<file path="src/rtl/tmr_pkg.sv">
`timescale 1ns/1ps
package tmr_pkg;
  localparam int CNT_W     = 16;
  localparam int PS_W      = 4;
  localparam int NUM_MATCH = 3;
  localparam int ADDR_W    = 3;
  localparam int PRE_W     = 1 << PS_W;
  localparam int NSRC      = NUM_MATCH + 1;

  localparam int A_CTRL   = 0;
  localparam int A_INTV   = 1;
  localparam int A_MATCH0 = 2;
  localparam int A_IRQEN  = A_MATCH0 + NUM_MATCH;
  localparam int A_COUNT  = 0;
  localparam int A_STAT   = 1;

  typedef struct packed {
    logic [PS_W-1:0] pscale;
    logic            pol;
    logic            down;
    logic            intv_mode;
    logic            run;
  } ctrl_t;

  localparam int CTRL_W = $bits(ctrl_t);

  // last prescaler value of a divide-by-2^(n+1) cycle
  function automatic logic [PRE_W-1:0] prescale_term(input logic [PS_W-1:0] n);
    logic [PRE_W:0] w;
    w = (PRE_W+1)'(1) << (int'(n) + 1);
    w = w - (PRE_W+1)'(1);
    return w[PRE_W-1:0];
  endfunction

  // wrap limit actually used by the counter
  function automatic logic [CNT_W-1:0] eff_limit(input logic mode,
                                                 input logic [CNT_W-1:0] v);
    return (mode && (v != '0)) ? v : '1;
  endfunction
endpackage

</file>
<file path="src/rtl/tmr_prescaler.sv">
`timescale 1ns/1ps
module tmr_prescaler
  import tmr_pkg::*;
#(
  parameter int P_PS_W  = PS_W,
  parameter int P_PRE_W = PRE_W
) (
  input  logic              clk,
  input  logic              rst_n,
  input  logic              run,
  input  logic [P_PS_W-1:0] pscale,
  output logic              tick
);
  logic [P_PRE_W-1:0] div_q;
  logic [P_PRE_W-1:0] term;

  assign term = P_PRE_W'(prescale_term(PS_W'(pscale)));
  assign tick = run && (div_q >= term);

  always_ff @(posedge clk or negedge rst_n) begin
    if (!rst_n)            div_q <= '0;
    else if (!run || tick) div_q <= '0;
    else                   div_q <= div_q + 1'b1;
  end
endmodule

</file>
<file path="src/rtl/tmr_count_core.sv">
`timescale 1ns/1ps
module tmr_count_core #(
  parameter int P_CNT_W = 16
) (
  input  logic               clk,
  input  logic               rst_n,
  input  logic               run,
  input  logic               tick,
  input  logic               down,
  input  logic [P_CNT_W-1:0] lim_act,
  input  logic [P_CNT_W-1:0] lim_new,
  output logic [P_CNT_W-1:0] cnt,
  output logic [P_CNT_W-1:0] cnt_next,
  output logic               step,
  output logic               restart
);
  logic wrap;

  always_comb begin
    if (down) begin
      wrap     = (cnt == '0);
      cnt_next = wrap ? lim_new : cnt - 1'b1;
    end else begin
      wrap     = (cnt == lim_act);
      cnt_next = wrap ? '0 : cnt + 1'b1;
    end
  end

  assign step    = run && tick;
  assign restart = step && wrap;

  always_ff @(posedge clk or negedge rst_n) begin
    if (!rst_n)    cnt <= '0;
    else if (!run) cnt <= '0;
    else if (tick) cnt <= cnt_next;
  end
endmodule

</file>
<file path="src/rtl/tmr_irq_ctrl.sv">
`timescale 1ns/1ps
module tmr_irq_ctrl #(
  parameter int P_NSRC = 4
) (
  input  logic              clk,
  input  logic              rst_n,
  input  logic [P_NSRC-1:0] ev,
  input  logic              clr,
  input  logic [P_NSRC-1:0] en,
  output logic [P_NSRC-1:0] flags,
  output logic              irq
);
  for (genvar i = 0; i < P_NSRC; i++) begin : g_flag
    always_ff @(posedge clk or negedge rst_n) begin
      if (!rst_n)     flags[i] <= 1'b0;
      else if (ev[i]) flags[i] <= 1'b1;
      else if (clr)   flags[i] <= 1'b0;
    end
  end

  assign irq = |(flags & en);
endmodule

</file>
<file path="src/rtl/tmr_pwm_chan.sv">
`timescale 1ns/1ps
module tmr_pwm_chan
  import tmr_pkg::*;
(
  input  logic              clk,
  input  logic              rst_n,
  input  logic              wr_en,
  input  logic [ADDR_W-1:0] wr_addr,
  input  logic [CNT_W-1:0]  wr_data,
  input  logic              rd_en,
  input  logic [ADDR_W-1:0] rd_addr,
  output logic [CNT_W-1:0]  rd_data,
  output logic              pwm_out,
  output logic              irq
);
  ctrl_t            ctrl_q;
  logic [CNT_W-1:0] intv_pend, intv_act;
  logic [CNT_W-1:0] m_pend [NUM_MATCH];
  logic [CNT_W-1:0] m_act  [NUM_MATCH];
  logic [CNT_W-1:0] cmp_m  [NUM_MATCH];
  logic [NSRC-1:0]  irq_en_q;
  logic [NSRC-1:0]  ev;
  logic [NSRC-1:0]  flags;
  logic [CNT_W-1:0] cnt, cnt_next, lim_act, lim_new;
  logic             tick, step, restart, load_act, rd_clr, pwm_q;

  // control, interval and enable registers
  always_ff @(posedge clk or negedge rst_n) begin
    if (!rst_n) begin
      ctrl_q    <= '0;
      intv_pend <= '0;
      irq_en_q  <= '0;
    end else if (wr_en) begin
      if (wr_addr == ADDR_W'(A_CTRL))  ctrl_q    <= ctrl_t'(wr_data[CTRL_W-1:0]);
      if (wr_addr == ADDR_W'(A_INTV))  intv_pend <= wr_data;
      if (wr_addr == ADDR_W'(A_IRQEN)) irq_en_q  <= wr_data[NSRC-1:0];
    end
  end

  // match holding registers and their active copies
  for (genvar i = 0; i < NUM_MATCH; i++) begin : g_match
    always_ff @(posedge clk or negedge rst_n) begin
      if (!rst_n) begin
        m_pend[i] <= '0;
        m_act[i]  <= '0;
      end else begin
        if (wr_en && (wr_addr == ADDR_W'(A_MATCH0 + i))) m_pend[i] <= wr_data;
        if (load_act) m_act[i] <= m_pend[i];
      end
    end
    assign cmp_m[i] = restart ? m_pend[i] : m_act[i];
    assign ev[i+1]  = step && (cnt_next == cmp_m[i]);
  end

  assign load_act = !ctrl_q.run || restart;

  always_ff @(posedge clk or negedge rst_n) begin
    if (!rst_n)        intv_act <= '0;
    else if (load_act) intv_act <= intv_pend;
  end

  assign lim_act = eff_limit(ctrl_q.intv_mode, intv_act);
  assign lim_new = eff_limit(ctrl_q.intv_mode, intv_pend);

  tmr_prescaler #(.P_PS_W(PS_W), .P_PRE_W(PRE_W)) i_pre (
    .clk(clk), .rst_n(rst_n), .run(ctrl_q.run), .pscale(ctrl_q.pscale),
    .tick(tick)
  );

  tmr_count_core #(.P_CNT_W(CNT_W)) i_core (
    .clk(clk), .rst_n(rst_n), .run(ctrl_q.run), .tick(tick),
    .down(ctrl_q.down), .lim_act(lim_act), .lim_new(lim_new),
    .cnt(cnt), .cnt_next(cnt_next), .step(step), .restart(restart)
  );

  assign ev[0] = step && (cnt_next == '0);

  assign rd_clr = rd_en && (rd_addr == ADDR_W'(A_STAT));

  tmr_irq_ctrl #(.P_NSRC(NSRC)) i_irq (
    .clk(clk), .rst_n(rst_n), .ev(ev), .clr(rd_clr), .en(irq_en_q),
    .flags(flags), .irq(irq)
  );

  // PWM: match 1 flips, restart restores, match has priority
  always_ff @(posedge clk or negedge rst_n) begin
    if (!rst_n)              pwm_q <= 1'b0;
    else if (!ctrl_q.run)    pwm_q <= ctrl_q.pol;
    else if (ev[1])          pwm_q <= ~ctrl_q.pol;
    else if (restart)        pwm_q <= ctrl_q.pol;
  end
  assign pwm_out = pwm_q;

  always_comb begin
    if (rd_addr == ADDR_W'(A_COUNT))     rd_data = cnt;
    else if (rd_addr == ADDR_W'(A_STAT)) rd_data = {{(CNT_W-NSRC){1'b0}}, flags};
    else                                 rd_data = '0;
  end
endmodule

</file>
<file path="config.mk">
export PLATFORM = sky130hd
export DESIGN_NAME = tmr_pwm_chan
export DESIGN_NICKNAME = d
export VERILOG_FILES = /design/src/rtl/tmr_pkg.sv /design/src/rtl/tmr_prescaler.sv /design/src/rtl/tmr_count_core.sv /design/src/rtl/tmr_irq_ctrl.sv /design/src/rtl/tmr_pwm_chan.sv
export SDC_FILE = /design/constraint.sdc
export NUM_CORES = 1
export LEC_CHECK = 0
export CAP_MARGIN = 20
export CORE_UTILIZATION = 56
export DETAILED_ROUTE_END_ITERATION = 10
export PLACE_DENSITY = 0.87
export RECOVER_POWER = 25
export SYNTH_ARGS = -nofsm -noshare
export SYNTH_HDL_FRONTEND = slang
export SYNTH_SLANG_ARGS = --single-unit
</file>
<file path="constraint.sdc">
create_clock -name clk -period 4.3 [get_ports clk]
set_clock_uncertainty 0.15 [all_clocks]
set_input_delay 0.645 -clock clk [delete_from_list [all_inputs] [get_ports clk]]
set_output_delay 0.645 -clock clk [all_outputs]
set_load 0.05 [all_outputs]
</file>
Word-level counts from Yosys, hierarchy flattened
Cells that the tools add are included.
{"block": "word_totals", "regBits": 177, "latch_bits": 0, "ram_bits": 0, "rom_bits": 0, "in_bits": 26, "output_inout_bits": 18, "elab_cells": 94, "n_memories": 0}
{"block": "op_classes", "n_addsub": 5, "mul": 0, "n_div": 0, "magnitude_cmp": 1, "eq_ne": 12, "shifts": 1, "muxes": 22, "n_bitwise": 2, "reduce_logical": 30}
{"cell": "2-to-1 mux 16 bit", "count": 12}
{"cell": "== test 16 bit", "count": 4}
{"cell": "adder 16 x 1 -> 16 bit (second input constant)", "count": 2}
{"cell": "logical NOT 16 bit", "count": 2}
{"cell": "nonzero test 16 bit", "count": 2}
{"cell": "left shift 1 x 32 -> 16 bit (first input constant)", "count": 1}
{"cell": "subtractor 16 x 1 -> 16 bit (second input constant)", "count": 2}
{"cell": ">= comparator 16 bit", "count": 1}
{"cell": "logical AND 1 bit", "count": 13}
{"cell": "2-to-1 mux 1 bit", "count": 9}
{"cell": "nonzero test 2 bit", "count": 4}
{"cell": "== test 3 x 1 -> 1 bit (second input constant)", "count": 2}
{"cell": "== test 3 x 2 -> 1 bit (second input constant)", "count": 2}
{"cell": "== test 3 bit (second input constant)", "count": 2}
{"cell": "logical NOT 3 bit", "count": 2}
{"cell": "AND reduction 2 bit", "count": 3}
{"cell": "adder 4 x 1 -> 5 bit (second input constant)", "count": 1}
{"cell": "AND 4 bit", "count": 1}
{"cell": "2-to-1 mux 4 bit", "count": 1}
{"cell": "OR reduction 4 bit", "count": 1}
{"cell": "!= test 3 x 1 -> 1 bit (second input constant)", "count": 1}
{"cell": "logical OR 1 bit", "count": 2}
{"cell": "!= test 2 x 1 -> 1 bit (second input constant)", "count": 1}
{"cell": "logical NOT 1 bit", "count": 1}
{"cell": "inverter 1 bit", "count": 1}

Depth between registers and ports, before layout
{"block": "depth", "depth_word": 12, "depth_mapped": 24, "ltp_nobuf": 20}

Cells and area by module
A second synthesis with hierarchy kept.
{"block": "hier_totals", "cells_unflattened": 952, "hier_area_um2": 10492.6}
{"module": "tmr_pwm_chan", "instances": 1, "cells_per_inst": 518, "area_each_um2": 6870.3, "seq_area_each_um2": 3528.4}
{"module": "tmr_count_core", "instances": 1, "cells_per_inst": 264, "area_each_um2": 2033.2, "seq_area_each_um2": 400.4}
{"module": "tmr_prescaler", "instances": 1, "cells_per_inst": 158, "area_each_um2": 1435.1, "seq_area_each_um2": 400.4}
{"module": "tmr_irq_ctrl", "instances": 1, "cells_per_inst": 12, "area_each_um2": 153.9, "seq_area_each_um2": 100.1}

Worst setup path before layout
Ideal clock, no wire load.
{"block": "synth_path", "path_type": "register to register", "start": "register ctrl_q[4] in the netlist's numbering", "end": "register m_act[39] in the netlist's numbering", "setup_time_ps": 125, "t_arrival_ps": 4408, "required_ps": 4025, "slack_ps": -382, "path_stages_with_launch": 23, "path_buffers": 6, "synth_period_minus_slack_ps": 4682, "path_cell_list": "dfrtp_1 clkbuf_1 or2_2 clkbuf_1 nand2b_1 ha_1 nor2b_1 nand2_1 o21ai_0 o31ai_1 ha_1 nand4_1 a211oi_1 a21oi_1 o21ai_1 and2_1 clkbuf_1 nand2_1 buf_4 nand2_1 buf_2 buf_2 mux2_2"}
{"block": "synth_via", "elab_chain_cells": 8}
{"element": "start: declaration", "line": "tmr_pwm_chan.sv:16", "rtl": "ctrl_t ctrl_q;"}
{"element": "start signal: assignment", "line": "tmr_pwm_chan.sv:34", "rtl": "if (wr_addr == ADDR_W'(A_CTRL)) ctrl_q <= ctrl_t'(wr_data[CTRL_W-1:0]);"}
{"element": "adder 4 x 1 -> 5 bit", "line": "tmr_pkg.sv:30", "rtl": "w = (PRE_W+1)'(1) << (int'(n) + 1);"}
{"element": "left shift 1 x 32 -> 16 bit", "line": "tmr_pkg.sv:30"}
{"element": "subtractor 16 x 1 -> 16 bit", "line": "tmr_pkg.sv:31", "rtl": "w = w - (PRE_W+1)'(1);"}
{"element": ">= comparator 16 bit", "line": "tmr_prescaler.sv:18", "rtl": "assign tick = run && (div_q >= term);"}
{"element": "logical AND 1 bit", "line": "tmr_prescaler.sv:18"}
{"element": "logical AND 1 bit", "line": "tmr_count_core.sv:29", "rtl": "assign step = run && tick;"}
{"element": "logical AND 1 bit", "line": "tmr_count_core.sv:30", "rtl": "assign restart = step && wrap;"}
{"element": "logical OR 1 bit", "line": "tmr_pwm_chan.sv:55", "rtl": "assign load_act = !ctrl_q.run || restart;"}
{"element": "end signal: indexed assignment", "line": "tmr_pwm_chan.sv:48", "rtl": "if (load_act) m_act[i] <= m_pend[i];"}
{"element": "end: declaration", "line": "tmr_pwm_chan.sv:19", "rtl": "logic [CNT_W-1:0] m_act [NUM_MATCH];"}
No other way between the ends.
A chain may end at the register's enable or synchronous reset.

Worst setup path after layout
{"block": "layout_path", "start": "register ctrl_q[5] in the netlist's numbering", "end": "register pwm_q (netlist: pwm_out)"}
{"block": "layout_via", "elab_chain_cells": 12, "word_cells_on_any_way": 13, "cone_classes": "2 x add/sub; 1 x order compare; 2 x eq/ne; 1 x shift; 3 x mux; 4 x reduce/logical"}
{"element": "adder 4 x 1 -> 5 bit (*)", "line": "tmr_pkg.sv:30"}
{"element": "left shift 1 x 32 -> 16 bit (*)", "line": "tmr_pkg.sv:30"}
{"element": "subtractor 16 x 1 -> 16 bit (*)", "line": "tmr_pkg.sv:31"}
{"element": ">= comparator 16 bit (*)", "line": "tmr_prescaler.sv:18"}
{"element": "logical AND 1 bit (*)", "line": "tmr_prescaler.sv:18"}
{"element": "logical AND 1 bit (*)", "line": "tmr_count_core.sv:29"}
{"element": "logical AND 1 bit", "line": "tmr_count_core.sv:30"}
{"element": "2-to-1 mux 16 bit", "line": "tmr_pwm_chan.sv:51", "rtl": "assign cmp_m[i] = restart ? m_pend[i] : m_act[i];"}
{"element": "== test 16 bit", "line": "tmr_pwm_chan.sv:52", "rtl": "assign ev[i+1] = step && (cnt_next == cmp_m[i]);"}
{"element": "logical AND 1 bit", "line": "tmr_pwm_chan.sv:52"}
{"element": "2-to-1 mux 1 bit", "line": "tmr_pwm_chan.sv:89", "rtl": "else if (ev[1]) pwm_q <= ~ctrl_q.pol;"}
{"element": "2-to-1 mux 1 bit", "line": "tmr_pwm_chan.sv:88", "rtl": "else if (!ctrl_q.run) pwm_q <= ctrl_q.pol;"}
{"element": "end signal: assignment", "line": "tmr_pwm_chan.sv:88"}
{"element": "end signal: assignment", "line": "tmr_pwm_chan.sv:89"}
{"element": "end signal: assignment", "line": "tmr_pwm_chan.sv:90", "rtl": "else if (restart) pwm_q <= ctrl_q.pol;"}
{"element": "end: declaration", "line": "tmr_pwm_chan.sv:25", "rtl": "logic tick, step, restart, load_act, rd_clr, pwm_q;"}
Mark *: on every way between the ends. The rest lies on a longest branch, timed or not.

==> flow_metrics.py <==
metrics = {
    "timing": {
        "max_freq_mhz": 229.1,
        "finalHoldViolations": 0,
        "maxSlewHeadroom": -0.4053,
        "fin_crit_ns": 4.364,
        "rsz0062_at_grt": "true",
        "drv_slew": 78,
        "tightestPinTransition_ns": 2.108,
        "setup_slack_ns": -0.06437,
        "setup_viol": 1,
        "fin_crit_sh": 1.015,
    },
    "floorplan": {
        "rows": 49,
        "dieWidth_um": 138.0,
        "die_height_um": 138.0,
        "start_util": 0.5750,
        "placeableCoreArea_mm2": 0.01802,
        "dieArea_mm2": 0.01906,
        "ios": 44,
    },
    "clock_tree": {
        "h-tree-depth": 4,
        "clockRootBuffer": "clkbuf_16",
        "clk_latency_ns": 0.44,
        "cts_buffers": 17,
        "clock-sinks": 177,
        "tritoncts": "built",
        "ctsLongestPathBuffers": 2,
        "clk_pin_slew_worst_paths_ns": 0.07,
    },
    "layout": {
        "fin_util": 0.7138,
        "area_delta_synth_final_pct": 24.13,
        "layout_commonest_cell": "dfrtp_1",
        "nets": 1145,
        "antennaDiodeCount": 0,
        "stdcell_count": 1340,
        "layout_common_cells": "dfrtp_1 (177), mux2_2 (139), buf_4 (107)",
        "drive_above_1_share": 0.3267,
    },
    "grt": {
        "grt_pass1_wl_um": 48290,
        "grt_pass1_vias": 8623,
        "antenna_found_initial": 1,
        "grt_max_degree": 78,
        "grt.total_usage": 0.3280,
        "gr-total-overflow": 0,
    },
    "power_and_ir_drop": {
        "power.leakage_nw": 5.783,
        "power_frac_comb": 0.364,
        "p_switching_w": 0.002281,
        "p_seq_frac": 0.380,
        "powerDensity_mw_per_mm2": 501.0,
        "power.internal_w": 0.004165,
        "switching_share": 0.3538,
        "worst_ir_drop_vdd_mv": 0.3736,
        "power_frac_clock": 0.255,
    },
    "synthesis": {
        "synth-seq-cells": 177,
        "syn_avg_cell_area_um2": 10.74,
        "synth_simple_gate_area_frac": 0.1447,
        "synthMuxAreaShare": 0.1935,
        "ys_seq_area_frac": 0.4273,
        "yosysWarnings": 0,
        "synth_xor_area_frac": 0.06929,
        "synthCells": 965,
        "async_flop_share": 1.000,
        "ys_types": 71,
        "synth-main-ff-cell": "dfrtp_1",
        "synth_top_family_by_area": "multiplexers",
        "synth_fa_ha_area_frac": 0.02535,
        "syn-cell-area_mm2": 0.01036,
        "synth-compound-area-share": 0.1088,
        "synth_edf_count": 0,
    },
    "status": {
        "violations": "max-capacitance violations, max-slew violations, negative setup slack",
        "outcome": "finished, violations left",
    },
    "critical_path": {
        "reg2reg_depth": 20,
        "start_kind": "flip-flop",
        "r2r-start": "ctrl_q[5]",
        "critPathMaxFanout": 8,
        "criticalPathCategory": "reg -> reg",
        "end_kind": "flip-flop",
        "r2r_slack_ns": -0.06,
        "r2r-end": "pwm_out",
        "cp.arrival_ns": 4.57,
        "required_ns": 4.51,
    },
    "min_path": {
        "whs_endpoint": "m_act[18]",
        "hold_class": "reg -> reg",
        "hp-start": "m_act[18]",
        "hold_depth": 1,
    },
    "place": {
        "portBuffers": 43,
        "dp_hpwl_um": 21560,
        "dpl.cell_count": 1279,
        "place_congestion": 0.9688,
    },
    "detailed_routing": {
        "num_vias": 8567,
        "dr.pass1.iters": 5,
        "wire_per_inst_um": 23.22,
        "drt_iter0_drc": 787,
        "detail-route-antenna-nets": 0,
        "totalWireLength_um": 31120,
        "viasPerCell": 6.393,
        "drc_errors": 0,
    },
    "run": {
        "cap_violations": 1,
    },
}
## synthesized netlist by cell type (6+ instances only)
master,n,share of area
nand3_1,35,0.017
and3_1,18,0.011
dfrtp_1,177,0.43
o221ai_1,6,0.0051
ha_1,21,0.025
mux2i_1,44,0.042
nand4_1,8,0.0048
or4_1,13,0.0094
o211ai_1,7,0.0051
nor4_1,15,0.0091
mux2_2,139,0.15
clkbuf_1,41,0.015
nand2b_1,9,0.0054
o211a_1,11,0.011
xor2_1,44,0.037
nor3_1,25,0.012
xnor2_1,38,0.032
buf_2,8,0.0039
nor2_1,46,0.017
a21boi_0,15,0.011
o21ai_0,21,0.010
and2_1,16,0.0097
nand2_1,64,0.023
inv_1,12,0.0043
a21oi_1,15,0.0072
## registers in the layout (all words and copies together), names as in the netlist
register     flops
intv_pend       16
i_core.cnt      16
m_pend          48
i_irq.flags      4
intv_act        16
irq_en_q         4
m_act           48
pwm_out          1
ctrl_q           8
i_pre.div_q     16
## metrics by stage
step	area (µm²)	hold WS (ns)	total power [W]	worst slack [ns]	setup TNS, ns
2_1_floorplan	10390	0.1994	0.003690	0.001685	0
3_3_place_gp	11670	0.3343	0.004404	-0.007233	-0.009378
3_5_place_dp	11670	0.3422	0.004494	-0.07942	-0.1539
4_1_cts	12520	0.1431	0.006235	0.004432	0
5_1_grt	12870	0.3677	0.006717	-0.1880	-0.4578
6_report	12870	0.3590	0.006446	-0.06437	-0.06437
## cell families (layout without fill, tap and decap cells)
kind of cell | Yosys count | in the layout
AO/OA/AOI/OAI | 147 | 147
XOR/XNOR | 82 | 82
adder cells (fa/ha/maj) | 21 | 21
buffers and inverters | 71 | 216
flip-flops | 177 | 177
multiplexers | 183 | 183
other | 1 | 2
AND/OR/NAND/NOR | 283 | 283
## worst max path at each step
stage | from | end | cells after the start
6_report | ctrl_q[5] | pwm_out | 20
3_5_place_dp | ctrl_q[4] | pwm_out | 20
3_3_place_gp | ctrl_q[4] | i_irq.flags[2] | 18
4_1_cts | intv_act[9] | pwm_out | 15
5_1_grt | ctrl_q[5] | pwm_out | 21
2_1_floorplan | ctrl_q[4] | pwm_out | 21
## power by group through the flow
stage	logic [W]	registers, W	clock network, W
after global placement	0.00200	0.00241	0
final	0.00235	0.00245	0.00165
after floorplan	0.00135	0.00234	0
after global routing	0.00250	0.00249	0.00172
after CTS	0.00215	0.00243	0.00165
after detailed placement	0.00205	0.00244	0
## critical path, cell delays in order (launching register included)
cell	delay, ns
dfrtp_1	0.39
or2_4	0.26
nand2b_4	0.15
ha_4	0.22
nor2b_4	0.17
nand2_2	0.07
o21ai_2	0.06
o31ai_1	0.07
ha_1	0.30
a21o_1	0.17
a211o_1	0.31
a21oi_2	0.15
o21ai_2	0.13
and2_4	0.21
buf_12	0.14
and3_4	0.17
or3_4	0.38
a211oi_2	0.25
nand4_1	0.18
o22a_1	0.22
mux2i_1	0.13
## what timing repair did
| item | in CTS | in global routing |
|---|---|---|
| hold buffers | 0 | 0 |
| gates cloned | 0 | 1 |
| gates resized for setup | 28 | 51 |
| pin swaps | 17 | 32 |
| buffers inserted | 10 | 18 |
| setup endpoints to repair | 4 | 5 |
## metal layers
layer  vias up  GRT usage  wire length, µm
met5         -          0                0
met2       397     0.5389            15230
met1      4252     0.4188            12520
li1       3804          -                -
met3       114    0.05715             1950
met4         0     0.1643             1419
## area by class of cell
cell class                      instances  area [µm²]
Multi-Input combinational cell        718        5952
Fill cell                            1219        5159
Sequential cell                       177        4429
Timing Repair Buffer                  171        1534
Clock buffer                           17       425.4
Tap cell                              229       286.5
Clock inverter                         15       190.2
Inverter                               13       48.80
No activity file was read; power rests on OpenSTA's default activity.
